[src/rtl/spi_bm_pkg.sv]
package spi_bm_pkg;

    // Configuration byte layout (bit 7 at the left)
    typedef struct packed {
        logic [1:0] spare_hi;
        logic       lsb_first;
        logic       spare_mid;
        logic       cpol;
        logic       cpha;
        logic [1:0] rate;
    } spi_cfg_t;

    typedef enum logic [1:0] {
        ST_IDLE  = 2'd0,
        ST_SHIFT = 2'd1,
        ST_TRAIL = 2'd2
    } spi_state_t;

    localparam int unsigned MAX_DIV  = 128;
    localparam int unsigned MAX_HALF = MAX_DIV / 2;

    // System clocks per SCLK half period for a rate code: 2, 8, 32, 64
    function automatic int unsigned half_period(input logic [1:0] code);
        return (code == 2'd3) ? MAX_HALF : (int'(2) << (2 * code));
    endfunction

    function automatic logic [7:0] rev8(input logic [7:0] b);
        logic [7:0] r;
        for (int i = 0; i < 8; i++) r[i] = b[7-i];
        return r;
    endfunction

endpackage

[src/rtl/spi_bm_rate.sv]
module spi_bm_rate
    import spi_bm_pkg::*;
#(
    parameter int CNT_W = $clog2(MAX_HALF)
) (
    input  logic       clk,
    input  logic       rst_n,
    input  logic       run,
    input  logic [1:0] rate,
    output logic       tick
);
    logic [CNT_W-1:0] cnt_d, cnt_q;
    logic [CNT_W-1:0] half_m1;

    always_comb begin
        half_m1 = CNT_W'(half_period(rate) - 1);
        tick    = run && (cnt_q == half_m1);
        cnt_d   = (!run || tick) ? '0 : cnt_q + CNT_W'(1);
    end

    always_ff @(posedge clk or negedge rst_n) begin
        if (!rst_n) cnt_q <= '0;
        else        cnt_q <= cnt_d;
    end

    // a half period is never shorter than two system clocks
    a_r6_tick_gap: assert property (@(posedge clk) disable iff (!rst_n)
        tick |=> !tick);

endmodule

[src/rtl/spi_bm_core.sv]
module spi_bm_core
    import spi_bm_pkg::*;
#(
    parameter int MAX_RUN = 200,
    parameter int LEN_W   = $clog2(MAX_RUN + 1)
) (
    input  logic             clk,
    input  logic             rst_n,
    input  logic             start,
    input  logic [LEN_W-1:0] run_len,
    input  logic [7:0]       cfg_in,
    input  logic             tick,
    input  logic [7:0]       buf_rdata,
    input  logic             miso,
    output logic             run,
    output logic [1:0]       rate,
    output logic             busy,
    output logic [LEN_W-1:0] buf_raddr,
    output logic             buf_we,
    output logic [LEN_W-1:0] buf_waddr,
    output logic [7:0]       buf_wdata,
    output logic             sclk,
    output logic             mosi,
    output logic             cs_n
);
    localparam logic [LEN_W-1:0] MAX_LEN = LEN_W'(MAX_RUN);

    typedef struct packed {
        spi_state_t       state;
        spi_cfg_t         cfg;
        logic [7:0]       sr;
        logic [7:0]       rx;
        logic             mosi;
        logic             sclk;
        logic             cs_n;
        logic [3:0]       edge_n;
        logic [LEN_W-1:0] widx;
        logic [LEN_W-1:0] ridx;
        logic [LEN_W-1:0] len;
        logic             we;
        logic [LEN_W-1:0] waddr;
        logic [7:0]       wdata;
    } core_reg_t;

    core_reg_t q, d;
    spi_cfg_t  cfg_new;
    spi_cfg_t  cfg_use;
    logic [7:0] ld_byte;
    logic [7:0] rx_full;
    logic       sample;

    always_comb begin
        cfg_new = spi_cfg_t'(cfg_in);
        cfg_use = (q.state == ST_IDLE) ? cfg_new : q.cfg;
        ld_byte = cfg_use.lsb_first ? rev8(buf_rdata) : buf_rdata;
        sample  = (~q.edge_n[0]) ^ q.cfg.cpha;
        rx_full = sample ? {q.rx[6:0], miso} : q.rx;

        d    = q;
        d.we = 1'b0;
        unique case (q.state)
            ST_IDLE: begin
                if (start && run_len != '0 && run_len <= MAX_LEN) begin
                    d.state  = ST_SHIFT;
                    d.cfg    = cfg_new;
                    d.len    = run_len;
                    d.cs_n   = 1'b0;
                    d.sclk   = cfg_new.cpol;
                    d.edge_n = '0;
                    d.widx   = '0;
                    d.ridx   = LEN_W'(1);
                    d.sr     = cfg_new.cpha ? ld_byte : {ld_byte[6:0], 1'b0};
                    if (!cfg_new.cpha) d.mosi = ld_byte[7];
                end
            end
            ST_SHIFT: begin
                if (tick) begin
                    d.sclk   = ~q.sclk;
                    d.edge_n = q.edge_n + 4'd1;
                    if (sample) d.rx = {q.rx[6:0], miso};
                    if (q.edge_n == 4'd15) begin
                        d.we    = 1'b1;
                        d.waddr = q.widx;
                        d.wdata = q.cfg.lsb_first ? rev8(rx_full) : rx_full;
                        d.widx  = q.widx + LEN_W'(1);
                        if (q.widx == q.len - LEN_W'(1)) begin
                            d.state = ST_TRAIL;
                        end else begin
                            d.ridx = q.ridx + LEN_W'(1);
                            d.sr   = q.cfg.cpha ? ld_byte : {ld_byte[6:0], 1'b0};
                            if (!q.cfg.cpha) d.mosi = ld_byte[7];
                        end
                    end else if (!sample) begin
                        d.mosi = q.sr[7];
                        d.sr   = {q.sr[6:0], 1'b0};
                    end
                end
            end
            ST_TRAIL: begin
                if (tick) begin
                    d.state = ST_IDLE;
                    d.cs_n  = 1'b1;
                    d.ridx  = '0;
                end
            end
            default: d.state = ST_IDLE;
        endcase
    end

    always_ff @(posedge clk or negedge rst_n) begin
        if (!rst_n) begin
            q        <= '0;
            q.state  <= ST_IDLE;
            q.cs_n   <= 1'b1;
        end else begin
            q <= d;
        end
    end

    assign run       = (q.state != ST_IDLE);
    assign busy      = run;
    assign rate      = q.cfg.rate;
    assign buf_raddr = q.ridx;
    assign buf_we    = q.we;
    assign buf_waddr = q.waddr;
    assign buf_wdata = q.wdata;
    assign sclk      = q.sclk;
    assign mosi      = q.mosi;
    assign cs_n      = q.cs_n;

    // chip select only asserted inside a run
    a_r7_cs_in_run: assert property (@(posedge clk) disable iff (!rst_n)
        !cs_n |-> busy);
    // busy drops together with chip select release
    a_r7_release_with_busy: assert property (@(posedge clk) disable iff (!rst_n)
        $fell(busy) |-> cs_n);
    // between runs SCLK rests at the captured polarity
    a_r4_sclk_idle: assert property (@(posedge clk) disable iff (!rst_n)
        !busy |-> (sclk == q.cfg.cpol));
    // SCLK moves inside a run only on a rate tick
    a_r6_edge_on_tick: assert property (@(posedge clk) disable iff (!rst_n)
        ($past(busy) && (sclk != $past(sclk))) |-> $past(tick));
    // write-backs stay inside the run
    a_r8_write_in_run: assert property (@(posedge clk) disable iff (!rst_n)
        buf_we |-> (busy && buf_waddr < q.len));
    // captured configuration holds for the whole run
    a_r3_cfg_held: assert property (@(posedge clk) disable iff (!rst_n)
        (busy && $past(busy)) |-> $stable(q.cfg));
    // an out-of-range length never starts a run
    a_r9_bad_len: assert property (@(posedge clk) disable iff (!rst_n)
        (!busy && start && (run_len == '0 || run_len > MAX_LEN)) |=> !busy);

endmodule

[src/rtl/spi_byte_master.sv]
module spi_byte_master
    import spi_bm_pkg::*;
#(
    parameter int MAX_RUN = 200,
    localparam int LEN_W  = $clog2(MAX_RUN + 1),
    localparam int CNT_W  = $clog2(MAX_HALF)
) (
    input  logic             clk,
    input  logic             rst_n,
    input  logic             start,
    input  logic [LEN_W-1:0] run_len,
    input  logic [7:0]       cfg,
    output logic             busy,
    output logic [LEN_W-1:0] buf_raddr,
    input  logic [7:0]       buf_rdata,
    output logic             buf_we,
    output logic [LEN_W-1:0] buf_waddr,
    output logic [7:0]       buf_wdata,
    output logic             sclk,
    output logic             mosi,
    input  logic             miso,
    output logic             cs_n
);
    logic       run;
    logic       tick;
    logic [1:0] rate;

    spi_bm_rate #(.CNT_W(CNT_W)) u_rate (
        .clk  (clk),
        .rst_n(rst_n),
        .run  (run),
        .rate (rate),
        .tick (tick)
    );

    spi_bm_core #(.MAX_RUN(MAX_RUN), .LEN_W(LEN_W)) u_core (
        .clk      (clk),
        .rst_n    (rst_n),
        .start    (start),
        .run_len  (run_len),
        .cfg_in   (cfg),
        .tick     (tick),
        .buf_rdata(buf_rdata),
        .miso     (miso),
        .run      (run),
        .rate     (rate),
        .busy     (busy),
        .buf_raddr(buf_raddr),
        .buf_we   (buf_we),
        .buf_waddr(buf_waddr),
        .buf_wdata(buf_wdata),
        .sclk     (sclk),
        .mosi     (mosi),
        .cs_n     (cs_n)
    );

endmodule

[config.mk]
export PLATFORM = sky130hd
export DESIGN_NAME = spi_byte_master
export DESIGN_NICKNAME = d
export VERILOG_FILES = /design/src/rtl/spi_bm_pkg.sv /design/src/rtl/spi_bm_rate.sv /design/src/rtl/spi_bm_core.sv /design/src/rtl/spi_byte_master.sv
export SDC_FILE = /design/constraint.sdc
export NUM_CORES = 1
export LEC_CHECK = 0
export BUFFER_PORTS_ARGS = -buffer_cell sky130_fd_sc_hd__buf_2
export CAP_MARGIN = 30
export CORE_MARGIN = 2
export CORE_UTILIZATION = 30
export DETAILED_ROUTE_END_ITERATION = 10
export GPL_ROUTABILITY_DRIVEN = 0
export PLACE_DENSITY = 0.58
export SLEW_MARGIN = 10
export SYNTH_ARGS = -nofsm -noshare
export SYNTH_HDL_FRONTEND = slang
export SYNTH_HIERARCHICAL = 1
export SYNTH_SLANG_ARGS = --single-unit
[constraint.sdc]
create_clock -name clk -period 4.9 [get_ports clk]
set_input_delay 0.98 -clock clk [delete_from_list [all_inputs] [get_ports clk]]
set_output_delay 0.98 -clock clk [all_outputs]
set_load 0.02 [all_outputs]
# Word-level counts from Yosys, hierarchy flattened
# Cells that the tools add are included.
totals:
  output_inout_bits: 29
  word_cells: 105
  register_bits: 80
classes:
  n_shift: 1
  mux: 37
  reduce_logical: 21
  eq_ne: 16
  bitwise: 3
  n_lt_le_gt_ge: 1
  addsub: 6
ops:
  columns: ["operator", "count"]
  rows:
  - ["$mux 8", 10]
  - ["$mux 17", 3]
  - ["$mux 18", 2]
  - ["$mux 31", 1]
  - ["$pmux 12 s2", 1]
  - ["$pmux 8 s3", 1]
  - ["$mux 20", 1]
  - ["$mux 6", 3]
  - ["$add 8x1->8 const B", 2]
  - ["$mux 16", 1]
  - ["$pmux 8 s2", 1]
  - ["$ne 2x2->1 const B", 5]
  - ["$reduce_and 5->1", 2]
  - ["$ne 3x3->1 const B", 3]
  - ["$reduce_and 3->1", 3]
  - ["$eq 8x8->1", 1]
  - ["$le 8x8->1 const B", 1]
  - ["$mux 2", 4]
  - ["$reduce_bool 8->1", 1]
  - ["$sub 8x1->8 const B", 1]
  - ["$reduce_and 7->1", 1]
  - ["$add 6x1->6 const B", 1]
  - ["$eq 6x6->1", 1]
  - ["$mux 1", 6]
  - ["21 further kinds", 29]

# Logic depth before layout (Yosys ltp)
# Gate-level depths: netlist (run 1).
logic_depth:
  word_depth: 8
  depth_mapped: 11
  ltp_nobuf: 10

# Hierarchy
# The synthesis (run 1) kept the hierarchy.
by_module_without_submodules:
  columns: ["module", "area_each_um2", "cells_per_inst", "instances"]
  rows:
  - ["spi_bm_core", 4414.2, 480, 1]
  - ["spi_bm_rate", 326.6, 31, 1]

# Least setup slack after synthesis (run 1)
# OpenSTA, ideal clock, no wires.
synth_path:
  path_type: "input to register"
  from: "input run_len[1]"
  to: "register u_core/q[56] (netlist bit)"
  t_arrival_ps: 2759
  required_ps: 4772
  setup_slack_ps: 2013
  path_stages: 7
  setup_time_ps: 128
  path_buffers: 1
  cell_sequence: "or4_4 -> o21a_1 -> a21oi_4 -> nor2_1 -> a22o_1 -> buf_2 -> mux2_1"
synth_via:
  elab_chain_len: 5
  word_cells_on_any_way: 6
  classes_between: "order compare (1); eq/ne (1); reduce/logical (4)"
synth_lines:
  columns: ["element", "line_no", "rtl"]
  rows:
  - ["from (decl)", "spi_byte_master.sv:11", "input logic [LEN_W-1:0] run_len,"]
  - ["parallel branches: the longest is 2 deep, another holds $le 8x8->1", null, null]
  - ["$logic_and 1x1->1 *", "spi_bm_core.sv:63", "if (start && run_len != '0 && run_len <= MAX_LEN) begin"]
  - ["$ne 2x2->1 (no line) *", null, null]
  - ["$reduce_and 5->1 (no line) *", null, null]
  - ["to (decl)", "spi_bm_core.sv:45", "core_reg_t q, d;"]
# Mark *: on every way between the ends.
# A chain may end at the register's enable or synchronous reset.

# Final worst setup path (run 1)
layout_path:
  from: "register u_core/q[72] (netlist bit)"
  to: "register u_core/q[59] (netlist bit)"
layout_via:
  word_cells_on_any_way: 19
  classes_between: "eq/ne (5); mux (9); reduce/logical (5)"
layout_rtl:
  columns: ["element", "line_no", "rtl"]
  rows:
  - ["$reduce_bool 2->1", "spi_bm_core.sv:120", "assign run = (q.state != ST_IDLE);"]
  - ["$logic_and 1x1->1", "spi_bm_rate.sv:17", "tick = run && (cnt_q == half_m1);"]
  - ["net tick", "spi_byte_master.sv:25", "logic tick;"]
  - ["$ne 2x2->1 (no line)", null, null]
  - ["$reduce_and 5->1 (no line)", null, null]
# The timed path passes the listed nets, and every way through them passes these cells. The select of a mux whose other input is x is not followed.

==> impl_metrics.json, run 1 <==
{
  "drive_gt1_share_pct": 21.2,
  "viasPerCell": 4.95,
  "top_layer": "met4",
  "postRouteAntennaNets": 0,
  "die_width_um": 130,
  "netlist_area_mm2": 0.00474,
  "maxSlewViolCount": 0,
  "multi_input_area_mm2": 0.00250,
  "rsz0062_at_grt": "false",
  "max_freq_ghz": 0.293,
  "drt_pass1_iterations": 5,
  "period_minus_slack_ps": 3410,
  "grt_max_degree": 61,
  "fin_skew_ps": 6.39,
  "die_area_mm2": 0.0168,
  "crit_top_cell": "inv_1",
  "crit_path_cell_trace": "inv_1 -> ha_1 -> inv_1 -> and3_2 -> nand2_1 -> buf_4 -> o21a_1 -> nor3_1 -> a22o_1 -> mux2_1",
  "cp-start-kind": "flip-flop",
  "clock-sinks": 76,
  "worst_slew_pin_slew_ps": 799,
  "dr_wl_met3_um": 470,
  "grt_pass1_vias": 3624,
  "clockBufferDepth": 2,
  "ys_ff_latch": 76,
  "ys_async_sr_fraction_pct": 100,
  "crit_arrival_ps": 3630,
  "track_usage_pct": 13.6,
  "worst-path-buf-inv": 3,
  "synth_area_per_cell_um2": 9.28,
  "critPathMaxStageDelay_ps": 440,
  "wl_per_cell_um": 14.4,
  "cts_hold_buf": 0,
  "cts_buffers": 9,
  "cts_setup_buffers": 0,
  "rows": 45,
  "antenna_found_initial": 0,
  "drt_iter0_markers": 308,
  "drc": 0,
  "power_mw": 2.28,
  "diodes": 0,
  "met1_length_um": 5060,
  "slew_headroom_pct": 46.6,
  "finalSetupTns_ps": 0,
  "cellPowerDensity_mw_per_mm2": 426,
  "grt_pass1_wl_um": 18400,
  "yosysSeqAreaShare_pct": 40.1,
  "cp_max_fo": 27,
  "nFillCells": 1605,
  "yosys_warnings": 6,
  "syn2layout_area_growth_pct": 12.8,
  "maxCapViolCount": 0,
  "synthCells": 511,
  "hpwl_um": 7830,
  "ios": 57,
  "path_delay_family": "simple AND/OR/NAND/NOR gates",
  "core_mm2": 0.0153,
  "synth_fp_nets": 548,
  "p_leak_nw": 2.45,
  "required_ps": 5110,
  "worstSetupPathType": "flip-flop to flip-flop",
  "critPathCaptureType": "flip-flop",
  "setup_viol": 0,
  "final-hold-violation-count": 0,
  "seq_area_mm2": 0.00190,
  "place.port_buffers": 53,
  "hold_class": "flip-flop to flip-flop",
  "synth-edff-count": 0,
  "clkSlewWorstSetupHoldPaths_ps": 60,
  "wl_um": 10800,
  "die_y_um": 130,
  "place_inst": 732,
  "clk_latency_ps": 340,
  "slowest_stage": "a22o_1",
  "overflow": 0,
  "status": "finished, final reports clean",
  "final_cells": 750,
  "dr_wl_met2_um": 5130,
  "cts_max_level": 3,
  "num_vias": 3716,
  "final_util_pct": 34.9,
  "cts_resized": 0,
  "clockRootBuffer": "clkbuf_16",
  "ys_types": 59,
  "fin_crit_sh_pct": 69.7,
  "fin_nets": 571,
  "synth-main-ff-cell": "dfrtp_1",
  "start_util_pct": 31.0,
  "peakVddDrop_mv": 0.164,
  "cts_tree": "built"
}
placed cells by master (no fill, tap or decap), types with 8 or more instances in the layout:
cell type / n
nand2b_1: 15
ha_1: 9
o21ai_0: 30
clkbuf_16: 9
xnor2_1: 12
nand3_1: 26
a31oi_1: 8
nor3_1: 13
mux2_1: 8
dfrtp_1: 75
mux2_2: 21
a21oi_1: 14
buf_2: 53
inv_1: 9
mux2i_1: 26
and3_1: 11
nor2_1: 15
nand2_1: 75
buf_4: 8
layout make-up:
cell class | count | share of cell area [%]
inverters | 10 | 0.702
clock inverters | 7 | 1.10
multi-input cells | 375 | 46.9
flip-flops and latches | 76 | 35.6
repair buffers | 62 | 6.60
well taps | 211 | 4.94
clock buffers | 9 | 4.21
power by group:
group / total (mW) / internal [mW] / switching [mW] / leakage [nW]
clock: 0.624 / 0.349 / 0.275 / 0.127
sequential: 0.848 / 0.720 / 0.128 / 1.01
combinational: 0.802 / 0.354 / 0.448 / 1.32
registers in the layout (all words and copies together), names as in the netlist, 2 cells and up:
name	cells
u_core/rate	2
u_core/buf_waddr	8
u_core/buf_raddr	8
u_rate/cnt_q	6
u_core/q	40
u_core/buf_wdata	8
worst reg2reg max path: cells and delay by family, from the launching register on:
kind	cells	cell delay, ps
buffers and inverters	3	720
AO/OA/AOI/OAI	2	660
multiplexers	1	370
flip-flops	1	430
AND/OR/NAND/NOR	3	780
adder cells (fa/ha/maj)	1	320
metal layers:
metal  global-route usage [%]  vias up
li1                         -     1848
met1                     18.4     1790
met2                     21.9       69
met3                     2.50        9
met4                     5.06        0
met5                        0        -
Yosys cell counts, drive strengths merged, types with 8 or more instances:
cell	count	area, um^2
dfrtp	75	1880
nand2	75	282
buf	32	228
o21ai	32	171
mux2	29	327
mux2i	26	260
nand3	26	130
clkbuf	18	67.6
a21oi	15	86.3
nand2b	15	93.8
nor2	15	56.3
nor3	13	65.1
and3	12	76.3
xnor2	12	105
ha	9	113
inv	9	33.8
a31oi	8	50.1
path summary, 6_finish.rpt:
| kind | start | endpoint | slack, ps | depth (start not counted) |
|---|---|---|---|---|
| setup / recovery | u_core/q[72] | u_core/q[59] | 1490 | 10 |
| hold / removal | u_core/buf_wdata[3] | u_core/buf_wdata[3] | 470 | 2 |
| setup reg to reg | u_core/q[72] | u_core/q[59] | 1490 | 10 |
| hold reg to reg | u_core/buf_wdata[3] | u_core/buf_wdata[3] | 470 | 2 |
| max in group asynchronous | rst_n | u_core/q[35] | 3800 | 2 |
| min in group asynchronous | rst_n | u_core/q[24] | 520 | 1 |
stage by stage:
stage / area [um^2] / setup WS, ps / hold WS, ps
2_1_floorplan: 4740 / 2010 / 440
3_3_place_gp: 5020 / 1250 / 460
3_5_place_dp: 5050 / 1240 / 463
4_1_cts: 5330 / 1520 / 478
5_1_grt: 5350 / 1280 / 502
6_report: 5350 / 1490 / 473
cell families (layout without fill, tap and decap cells):
family / Yosys count / after routing / share of synthesized area [%]
compound gates: 91 / 91 / 13.0
simple gates: 203 / 203 / 22.0
flops: 76 / 76 / 40.1
buf+inv: 60 / 88 / 7.02
fa+ha+maj: 9 / 9 / 2.38
xor+xnor: 17 / 17 / 3.14
mux: 55 / 55 / 12.4
(Power assumes the default switching activity.)
==> run 2: changes to the inputs <==
--- a/config.mk
+++ b/config.mk
@@ -11,7 +11,7 @@
 export CORE_UTILIZATION = 30
 export DETAILED_ROUTE_END_ITERATION = 10
 export GPL_ROUTABILITY_DRIVEN = 0
-export PLACE_DENSITY = 0.58
+export PLACE_DENSITY = 0.59
 export SLEW_MARGIN = 10
 export SYNTH_ARGS = -nofsm -noshare
 export SYNTH_HDL_FRONTEND = slang
==> constraint.sdc (replaced) <==
create_clock -name clk -period 3.14 [get_ports clk]
set_input_delay 0.628 -clock clk [delete_from_list [all_inputs] [get_ports clk]]
set_output_delay 0.628 -clock clk [all_outputs]
set_load 0.02 [all_outputs]
==> impl_metrics.json, run 2 (synthesized netlist as in run 1, its figures left out) <==
{
  "worst_slew_pin_slew_ps": 495,
  "grt_pass1_vias": 3713,
  "clock_power_share_pct": 28.7,
  "drc": 0,
  "critPathCaptureType": "flip-flop",
  "num_vias": 3803,
  "clock-sinks": 76,
  "wl_um": 11000,
  "p_int_mw": 2.34,
  "finalSetupTns_ps": 0,
  "cts_tree": "built",
  "cts_hold_buf": 0,
  "hpwl_um": 8050,
  "crit_arrival_ps": 3180,
  "clockBufferDepth": 2,
  "p_sw_mw": 1.34,
  "p_comb_share_pct": 35.2,
  "required_ps": 3410,
  "cts_setup_buffers": 0,
  "cellPowerDensity_mw_per_mm2": 676,
  "cts_max_level": 3,
  "final-hold-violation-count": 0,
  "grt_pass1_wl_um": 18600,
  "overflow": 0,
  "syn2layout_area_growth_pct": 14.9,
  "drive_gt1_share_pct": 22.8,
  "period_minus_slack_ps": 2910,
  "drt_pass1_iterations": 4,
  "swShare_pct": 36.4,
  "max_freq_ghz": 0.344,
  "wl_per_cell_um": 14.4,
  "final_util_pct": 35.6,
  "rsz0062_at_grt": "false",
  "rows": 45,
  "peakVddDrop_mv": 0.254,
  "start_util_pct": 31.0,
  "fin_nets": 580,
  "die_width_um": 130,
  "track_usage_pct": 13.9,
  "antenna_found_initial": 0,
  "layout_common_cells": "nand2_1 (75), dfrtp_1 (75), buf_2 (52)",
  "cp-start-kind": "flip-flop",
  "cts_buffers": 9,
  "ios": 57,
  "clk_latency_ps": 340,
  "maxCapViolCount": 0,
  "fin_crit_sh_pct": 92.6,
  "status": "finished, final reports clean",
  "slew_headroom_pct": 67.0,
  "grt_max_degree": 55,
  "die_y_um": 130,
  "regMostFlops": "u_core/q",
  "core_mm2": 0.0153,
  "clockRootBuffer": "clkbuf_16",
  "die_area_mm2": 0.0168,
  "place.port_buffers": 53,
  "postRouteAntennaNets": 0,
  "maxSlewViolCount": 0,
  "p_seq_share_pct": 36.1,
  "p_leak_nw": 2.51,
  "cp_max_fo": 7,
  "diodes": 0,
  "hold_class": "input pin to async pin",
  "viasPerCell": 5.01,
  "drt_iter0_markers": 229,
  "clkSlewWorstSetupHoldPaths_ps": 60,
  "largest_register_ffs": 40,
  "setup_viol": 0,
  "fin_skew_ps": 8.19,
  "worstSetupPathType": "flip-flop to flip-flop"
}
==> run 2: cell types whose count changed in the layout (fill, tap and decap cells not counted), sizes merged <==
cell      change
clkinvlp      -2
buf           +9
bufinv        +1
clkinv        +1
==> run 2: layout make-up <==
type / count / area (um^2)
clock buffers: 9 / 225
repair buffers: 71 / 423
flip-flops and latches: 76 / 1900
clock inverters: 7 / 82.6
inverters: 10 / 37.5
fillers: 1576 / 9870
multi-input cells: 375 / 2510
well taps: 211 / 264
==> run 2: path summary, 6_finish.rpt <==
check / depth (start not counted) / slack [ps] / start / endpoint
setup / recovery: 9 / 230 / u_core/rate[1] / u_core/buf_raddr[0]
hold / removal: 1 / 200 / rst_n / u_core/q[18]
setup reg to reg: 9 / 230 / u_core/rate[1] / u_core/buf_raddr[0]
hold reg to reg: 2 / 470 / u_core/buf_wdata[5] / u_core/buf_wdata[5]
max in group asynchronous: 2 / 2370 / rst_n / u_core/buf_we
min in group clk: 2 / 470 / u_core/buf_wdata[5] / u_core/buf_wdata[5]
==> run 2: power groups by stage <==
stage | clock network (mW) | registers [mW] | logic (mW)
after floorplan | 0 | 1.24 | 1.06
after global placement | 0 | 1.33 | 1.26
after detailed placement | 0 | 1.35 | 1.29
after CTS | 1.09 | 1.33 | 1.30
after global routing | 1.13 | 1.36 | 1.45
final | 1.06 | 1.33 | 1.30
==> run 2: routing by layer <==
metal	up-vias	wire length [um]	global-route usage, %	share of wire [%]
li1	1863	-	-	-
met1	1837	5060	18.8	46
met2	86	5100	21.7	47
met3	17	519	3.12	4.7
met4	0	270	5.69	2.5
met5	-	0	0	0
==> run 2: what timing repair did <==
action	4_1_cts	5_1_grt
setup endpoints to repair	0	8
endpoints found under the hold margin	0	0
resized for setup	0	2
==> run 2: through the flow <==
stage          total power [mW]  cells  hold WS, ps  area [um^2]  setup slack, ps
6_report                   3.68    759          196         5450              232
5_1_grt                    3.93    759          207         5450             68.3
2_1_floorplan              2.30    511          332         4740              310
3_3_place_gp               2.59    742          455         5100              162
3_5_place_dp               2.64    743          459         5130             86.7
4_1_cts                    3.71    759          197         5440             78.6
==> run 2: worst max-delay path, stage by stage, from the launching register on <==
cell and delay (ps):
dfrtp_1 420, or4_1 510, nand3_1 110, and2b_2 160, and3_2 260, and2_1 220
o21ba_2 230, nand3_1 180, or4b_2 640, nand4b_1 100
